[config.mk]
export PLATFORM = sky130hd
export DESIGN_NAME = prd_irq_timer
export DESIGN_NICKNAME = d
export VERILOG_FILES = /design/src/rtl/prd_irq_pkg.sv /design/src/rtl/prd_regs.sv /design/src/rtl/prd_counter.sv /design/src/rtl/prd_irq_out.sv /design/src/rtl/prd_irq_timer.sv
export SDC_FILE = /design/constraint.sdc
export NUM_CORES = 1
export LEC_CHECK = 0
export ABC_CLOCK_PERIOD_IN_PS = 2400
export BUFFER_PORTS_ARGS = -buffer_cell sky130_fd_sc_hd__buf_2
export CAP_MARGIN = 30
export CORE_UTILIZATION = 49
export DETAILED_ROUTE_END_ITERATION = 8
export PLACE_DENSITY = 0.76
export SLEW_MARGIN = 20
export SYNTH_ARGS = -nofsm -noshare
export SYNTH_HDL_FRONTEND = slang
export SYNTH_SLANG_ARGS = --single-unit
[constraint.sdc]
create_clock -name clk -period 2.4 [get_ports clk]
set_clock_uncertainty 0.05 [all_clocks]
set_input_delay 0.12 -clock clk [delete_from_list [all_inputs] [get_ports clk]]
set_output_delay 0.12 -clock clk [all_outputs]
set_load 0.1 [all_outputs]
[src/rtl/prd_irq_pkg.sv]
package prd_irq_pkg;

  // Priority level width and control word bit positions
  localparam int LVL_W    = 8;
  localparam int TE_BIT   = 0;
  localparam int FE_BIT   = 1;
  localparam int IE_BIT   = 2;
  localparam int RSVD_LO  = 3;
  localparam int RSVD_HI  = 6;
  localparam int FLAG_BIT = 7;
  localparam int LVL_LSB  = 8;
  localparam int CTL_W    = LVL_LSB + LVL_W;

  typedef struct packed {
    logic [LVL_W-1:0] lvl;
    logic             ie;
    logic             fe;
    logic             te;
  } ctl_t;

endpackage

[src/rtl/prd_regs.sv]
module prd_regs
  import prd_irq_pkg::*;
#(
  parameter int ADDR_W  = 3,
  parameter int DATA_W  = 32,
  parameter int CNT_W   = 16,
  parameter int CTL_OFS = 0,
  parameter int PRE_OFS = 4
) (
  input  logic              clk,
  input  logic              rst,
  input  logic              bus_en,
  input  logic              bus_we,
  input  logic [ADDR_W-1:0] bus_addr,
  input  logic [DATA_W-1:0] bus_wdata,
  input  logic              flag_q,
  output ctl_t              ctl_q,
  output ctl_t              ctl_d,
  output logic [CNT_W-1:0]  preload_q,
  output logic              pre_wr,
  output logic [CNT_W-1:0]  pre_val,
  output logic              clr_req,
  output logic [DATA_W-1:0] rdata
);

  localparam logic [ADDR_W-1:0] CTL_A = ADDR_W'(CTL_OFS);
  localparam logic [ADDR_W-1:0] PRE_A = ADDR_W'(PRE_OFS);

  logic              ctl_wr;
  logic              rd_stb;
  logic [DATA_W-1:0] ctl_word;
  logic [DATA_W-1:0] pre_word;
  logic [DATA_W-1:0] rd_mux;

  assign ctl_wr  = bus_en && bus_we && (bus_addr == CTL_A);
  assign pre_wr  = bus_en && bus_we && (bus_addr == PRE_A);
  assign rd_stb  = bus_en && !bus_we;
  assign pre_val = bus_wdata[DATA_W-1 -: CNT_W];
  assign clr_req = ctl_wr && bus_wdata[FLAG_BIT];

  always_comb begin
    ctl_d = ctl_q;
    if (ctl_wr) begin
      ctl_d.lvl = bus_wdata[LVL_LSB +: LVL_W];
      ctl_d.ie  = bus_wdata[IE_BIT];
      ctl_d.fe  = bus_wdata[FE_BIT];
      ctl_d.te  = bus_wdata[TE_BIT];
    end
  end

  always_comb begin
    ctl_word                    = '0;
    ctl_word[LVL_LSB +: LVL_W]  = ctl_q.lvl;
    ctl_word[FLAG_BIT]          = flag_q;
    ctl_word[IE_BIT]            = ctl_q.ie;
    ctl_word[FE_BIT]            = ctl_q.fe;
    ctl_word[TE_BIT]            = ctl_q.te;
    pre_word                    = '0;
    pre_word[DATA_W-1 -: CNT_W] = preload_q;
    if (bus_addr == CTL_A)      rd_mux = ctl_word;
    else if (bus_addr == PRE_A) rd_mux = pre_word;
    else                        rd_mux = '0;
  end

  always_ff @(posedge clk) begin
    if (rst) begin
      ctl_q     <= '0;
      preload_q <= '0;
      rdata     <= '0;
    end else begin
      ctl_q <= ctl_d;
      if (pre_wr) preload_q <= pre_val;
      if (rd_stb) rdata <= rd_mux;
    end
  end

  AST_CTL_RSVD_ZERO: assert property (@(posedge clk) disable iff (rst)
    (rd_stb && bus_addr == CTL_A) |=> (rdata[RSVD_HI:RSVD_LO] == '0 && rdata[DATA_W-1:CTL_W] == '0));

  AST_RSVD_WR_IGNORED: assert property (@(posedge clk) disable iff (rst)
    (ctl_wr && |bus_wdata[RSVD_HI:RSVD_LO]) |=> (ctl_q.te == $past(bus_wdata[TE_BIT])));

  AST_PRE_LOW_ZERO: assert property (@(posedge clk) disable iff (rst)
    (rd_stb && bus_addr == PRE_A) |=> (rdata[DATA_W-CNT_W-1:0] == '0));

  AST_RDATA_HOLD: assert property (@(posedge clk) disable iff (rst)
    (!rd_stb && !$past(rst)) |=> $stable(rdata));

endmodule

[src/rtl/prd_counter.sv]
module prd_counter #(
  parameter int CNT_W = 16
) (
  input  logic             clk,
  input  logic             rst,
  input  logic             tick,
  input  logic             te,
  input  logic             fe,
  input  logic             halt,
  input  logic             load,
  input  logic [CNT_W-1:0] load_val,
  input  logic [CNT_W-1:0] reload_val,
  output logic             hit
);

  logic [CNT_W-1:0] cnt;
  logic [CNT_W-1:0] cnt_nxt;
  logic             adv;

  assign adv     = tick && te && !(fe && halt);
  assign cnt_nxt = (cnt == '0) ? reload_val : cnt - 1'b1;
  assign hit     = adv && !load && (cnt_nxt == '0);

  always_ff @(posedge clk) begin
    if (rst)       cnt <= '0;
    else if (load) cnt <= load_val;
    else if (adv)  cnt <= cnt_nxt;
  end

  AST_HOLD_WHEN_OFF: assert property (@(posedge clk) disable iff (rst)
    (!te && !load) |=> $stable(cnt));

  AST_HALT_FREEZES: assert property (@(posedge clk) disable iff (rst)
    (fe && halt && !load) |=> $stable(cnt));

  AST_LOAD_TAKES: assert property (@(posedge clk) disable iff (rst)
    load |=> (cnt == $past(load_val)));

endmodule

[src/rtl/prd_irq_out.sv]
module prd_irq_out
  import prd_irq_pkg::*;
(
  input  logic             clk,
  input  logic             rst,
  input  logic             hit,
  input  logic             clr_req,
  input  logic             ie_q,
  input  logic             ie_d,
  input  logic [LVL_W-1:0] lvl_d,
  output logic             flag_q,
  output logic             irq_req,
  output logic [LVL_W-1:0] irq_level
);

  logic flag_d;
  logic req_d;

  always_comb begin
    if (hit)          flag_d = 1'b1;
    else if (clr_req) flag_d = 1'b0;
    else              flag_d = flag_q;
  end

  assign req_d = flag_d && ie_d;

  always_ff @(posedge clk) begin
    if (rst) begin
      flag_q    <= 1'b0;
      irq_req   <= 1'b0;
      irq_level <= '0;
    end else begin
      flag_q  <= flag_d;
      irq_req <= req_d;
      if (!req_d)       irq_level <= '0;
      else if (!irq_req) irq_level <= lvl_d;
    end
  end

  AST_REQ_MATCH: assert property (@(posedge clk) disable iff (rst)
    irq_req == (flag_q && ie_q));

  AST_SET_WINS: assert property (@(posedge clk) disable iff (rst)
    hit |=> flag_q);

  AST_W1C: assert property (@(posedge clk) disable iff (rst)
    (clr_req && !hit) |=> !flag_q);

  AST_LEVEL_HELD: assert property (@(posedge clk) disable iff (rst)
    irq_req |=> (!irq_req || $stable(irq_level)));

  AST_LEVEL_IDLE: assert property (@(posedge clk) disable iff (rst)
    !irq_req |-> (irq_level == '0));

endmodule

[src/rtl/prd_irq_timer.sv]
module prd_irq_timer
  import prd_irq_pkg::*;
#(
  parameter int ADDR_W  = 3,
  parameter int DATA_W  = 32,
  parameter int CNT_W   = 16,
  parameter int CTL_OFS = 0,
  parameter int PRE_OFS = 4
) (
  input  logic              clk,
  input  logic              rst,
  input  logic              tick,
  input  logic              halt,
  input  logic              bus_en,
  input  logic              bus_we,
  input  logic [ADDR_W-1:0] bus_addr,
  input  logic [DATA_W-1:0] bus_wdata,
  output logic [DATA_W-1:0] bus_rdata,
  output logic              irq_req,
  output logic [LVL_W-1:0]  irq_level
);

  ctl_t             ctl_q;
  ctl_t             ctl_d;
  logic [CNT_W-1:0] preload_q;
  logic [CNT_W-1:0] pre_val;
  logic             pre_wr;
  logic             clr_req;
  logic             flag_q;
  logic             hit;

  prd_regs #(
    .ADDR_W (ADDR_W),
    .DATA_W (DATA_W),
    .CNT_W  (CNT_W),
    .CTL_OFS(CTL_OFS),
    .PRE_OFS(PRE_OFS)
  ) u_regs (
    .clk      (clk),
    .rst      (rst),
    .bus_en   (bus_en),
    .bus_we   (bus_we),
    .bus_addr (bus_addr),
    .bus_wdata(bus_wdata),
    .flag_q   (flag_q),
    .ctl_q    (ctl_q),
    .ctl_d    (ctl_d),
    .preload_q(preload_q),
    .pre_wr   (pre_wr),
    .pre_val  (pre_val),
    .clr_req  (clr_req),
    .rdata    (bus_rdata)
  );

  prd_counter #(
    .CNT_W(CNT_W)
  ) u_cnt (
    .clk       (clk),
    .rst       (rst),
    .tick      (tick),
    .te        (ctl_q.te),
    .fe        (ctl_q.fe),
    .halt      (halt),
    .load      (pre_wr),
    .load_val  (pre_val),
    .reload_val(preload_q),
    .hit       (hit)
  );

  prd_irq_out u_irq (
    .clk      (clk),
    .rst      (rst),
    .hit      (hit),
    .clr_req  (clr_req),
    .ie_q     (ctl_q.ie),
    .ie_d     (ctl_d.ie),
    .lvl_d    (ctl_d.lvl),
    .flag_q   (flag_q),
    .irq_req  (irq_req),
    .irq_level(irq_level)
  );

endmodule

==> run_results.csv <==
group,metric,value,unit
timing,tightest_slew,777,ps
floorplanning,rows,31,
floorplanning,ioPinCount,82,
timing,post-route-min-period,2380,ps
timing,setup_ws,19.4,ps
floorplanning,die_area,8170,um2
clock_network,worstSkewPairLatency,360,ps
timing,fmax,0.420,GHz
timing,relSlewSlack,46.7,%
timing,period_share,99.2,%
power_and_ir_drop,vdd_drop_max,0.412,mV
clock_network,cts_max_level,3,
synth,syn_area,3830,um2
finish,design_area,5170,um2
run,drv_cap,0,
critical_path,path_max_fanout,10,
global_route,grt_max_degree,82,
finish,antenna-diode-count,0,
clock_network,clkTransAtPathRegs,90,ps
synth,postSynthCellCount,438,
critical_path,crit_type,"flop to flop",
detailed_routing,wirelength,11.3,mm
detailed_routing,drt-vias-per-instance,5.85,
finish,final_cell_mix,"dfxtp_1 (77), buf_2 (73), nor2_1 (47)",
synth,synth_enable_flop_cells,0,
finish,drive_above_1_share,34.9,%
finish,multiInputGateArea,2230,um2
finish,register_area,1630,um2
finish,fin_nets,594,
floorplanning,start_util,51.7,%
placed_design,placed_area,4450,um2
critical_path,worstSetupStartpointType,"flop",
placed_design,dp_slack,-119,ps
power_and_ir_drop,p_leak,2.11,nW
global_route,grt_overflow_total,0,
clock_network,cts_root_buf,"clkbuf_8",
synth,avgSynthCellArea,8.74,um2
floorplanning,die_width,90.4,um
synth,async_flop_share,0,%
finish,syn_to_final_growth,35.0,%
placed_design,port_buffers,73,
finish,final_common_cell,"dfxtp_1",
clock_network,clock_sinks,81,
timing,setup_violations,0,
timing,rsz0062_at_grt,"true",
synth,ys_types,62,
synth,synth_ff_type,"dfxtp_1",
floorplanning,dieHeight,90.4,um
global_route,grt_pass1_vias,3612,
timing,finalMaxSlewViolations,0,
floorplanning,core,7410,um2
detailed_routing,firstDrtPassIters,5,
run_status,outcome,"finished, final reports clean",
power_and_ir_drop,power_density,554,nW/um2
clock_network,cts_buffers,9,
worst_hold_path,hold_path.class,"input pin to flop",
synth,yosysWarnings,0,
synth,ys_seq_elements,81,
detailed_routing,ant_nets,0,
synth,yosysSeqAreaShare,42.4,%
detailed_routing,drt_iter0_markers,342,
detailed_routing,vias,3830,
global_route,track_usage,26.8,%
finish,fillers,563,
detailed_routing,drc,0,
critical_path,critPathRequiredTime,2620,ps
clock_network,cts_tree,"built",
timing,hold_viol_final,0,
clock_network,clockBufferDepth,2,
global_route,grt_first_pass_wirelength,17.5,mm
critical_path,cp.arrival,2610,ps
detailed_routing,wl_per_cell,17.2,um
critical_path,cp-end-kind,"flop",
global_route,antenna_found_initial,0,
placed_design,detailed_place_hpwl,7.30,mm
placed_design,place_congestion,0.944,
-- critical path, stage by stage (launching register included) --
cell and delay (ps):
dfxtp_1 460, nor4_2 470, nand4_1 200, xnor2_1 180, nand3_1 140, o31ai_4 310
o211ai_4 160, clkbuf_16 190, nor4_4 140
-- kinds of logic (layout without fill, tap and decap cells) --
group / count (synthesis) / after routing / synth area share [%]
xor gates and xnor gates: 5 / 5 / 1.14
AOI/OAI and AO/OA: 120 / 120 / 20.9
other: 1 / 4 / 0.0979
muxes: 20 / 20 / 5.49
adders and majority gates: 2 / 2 / 0.653
DFF: 81 / 81 / 42.4
and+or+nand+nor: 163 / 163 / 23.0
buffers and inverters: 46 / 161 / 6.37
-- power breakdown --
group | switching [W] | internal, W | leakage, nW
sequential | 0.0000200 | 0.00135 | 0.656
combinational | 0.000297 | 0.000249 | 1.36
clock | 0.000526 | 0.000419 | 0.0994
total | 0.000844 | 0.00202 | 2.11
-- registers in the layout (all words and copies together) (netlist names) --
| register | cells |
|---|---|
| u_regs.rdata | 28 |
| u_cnt.cnt | 16 |
| u_regs.preload_q | 16 |
| u_regs.ctl_q | 11 |
| u_irq.irq_level | 8 |
| u_irq.flag_q | 1 |
| u_irq.irq_req | 1 |
-- stage by stage --
step           setup TNS, ps  hold slack (ps)  utilization (%)  cells  total power, W
3_3_place_gp               0              311             60.1    614         0.00183
4_1_cts                    0             6.57             65.1    646         0.00279
6_report                   0             28.4             69.8    655         0.00286
2_1_floorplan              0              206                -    441         0.00168
3_5_place_dp            -496              318             60.1    614         0.00184
5_1_grt                 -376             15.9             69.8    655         0.00298
-- per-layer routing --
layer / up-vias / routed length, um / track usage [%] / share of wire (%)
li1: 1801 / - / - / -
met1: 1794 / 4660 / 34.3 / 41
met2: 191 / 5290 / 42.6 / 47
met3: 44 / 930 / 7.32 / 8.3
met4: 0 / 385 / 11.3 / 3.4
met5: - / 0 / 0 / 0
-- layout make-up --
cell class              instances  area share (%)
well taps                      99            2.40
clock buffers                  10            2.66
multi-input cells             314            43.2
inverters                       6           0.533
flip-flops and latches         81            31.6
repair buffers                139            18.6
clock inverters                 6           0.920
-- worst paths after layout --
| kind | start | to | slack [ps] | depth (start not counted) |
|---|---|---|---|---|
| hold reg to reg | u_regs.ctl_q[4] | u_regs.rdata[9] | 450 | 2 |
| setup / recovery | u_cnt.cnt[10] | u_irq.irq_level[5] | 20 | 8 |
| setup reg to reg | u_cnt.cnt[10] | u_irq.irq_level[5] | 20 | 8 |
| hold / removal | bus_wdata[21] | u_regs.preload_q[5] | 30 | 3 |
-- cells in the mapped netlist, types with 8 or more instances --
cell type | number | share of area (%)
clkbuf_1 | 24 | 2.4
a21oi_1 | 41 | 5.4
nand2_1 | 44 | 4.3
a22oi_1 | 28 | 5.5
dfxtp_1 | 81 | 42
o21ai_0 | 14 | 1.8
nor4_1 | 14 | 2.3
nor2_1 | 48 | 4.7
mux2i_1 | 12 | 3.1
buf_4 | 9 | 1.8
nor3_1 | 8 | 1.0
nor2b_1 | 8 | 1.3
nand3_1 | 10 | 1.3
mux2_2 | 8 | 2.4
-- what timing repair did --
item,CTS,global route
pin swaps,0,21
endpoints found under the hold margin,28,0
resized for setup,7,45
hold buffers,16,0
setup buffers,0,8
setup endpoints to repair,10,14
gates cloned,0,1
(Power assumes the default switching activity.)
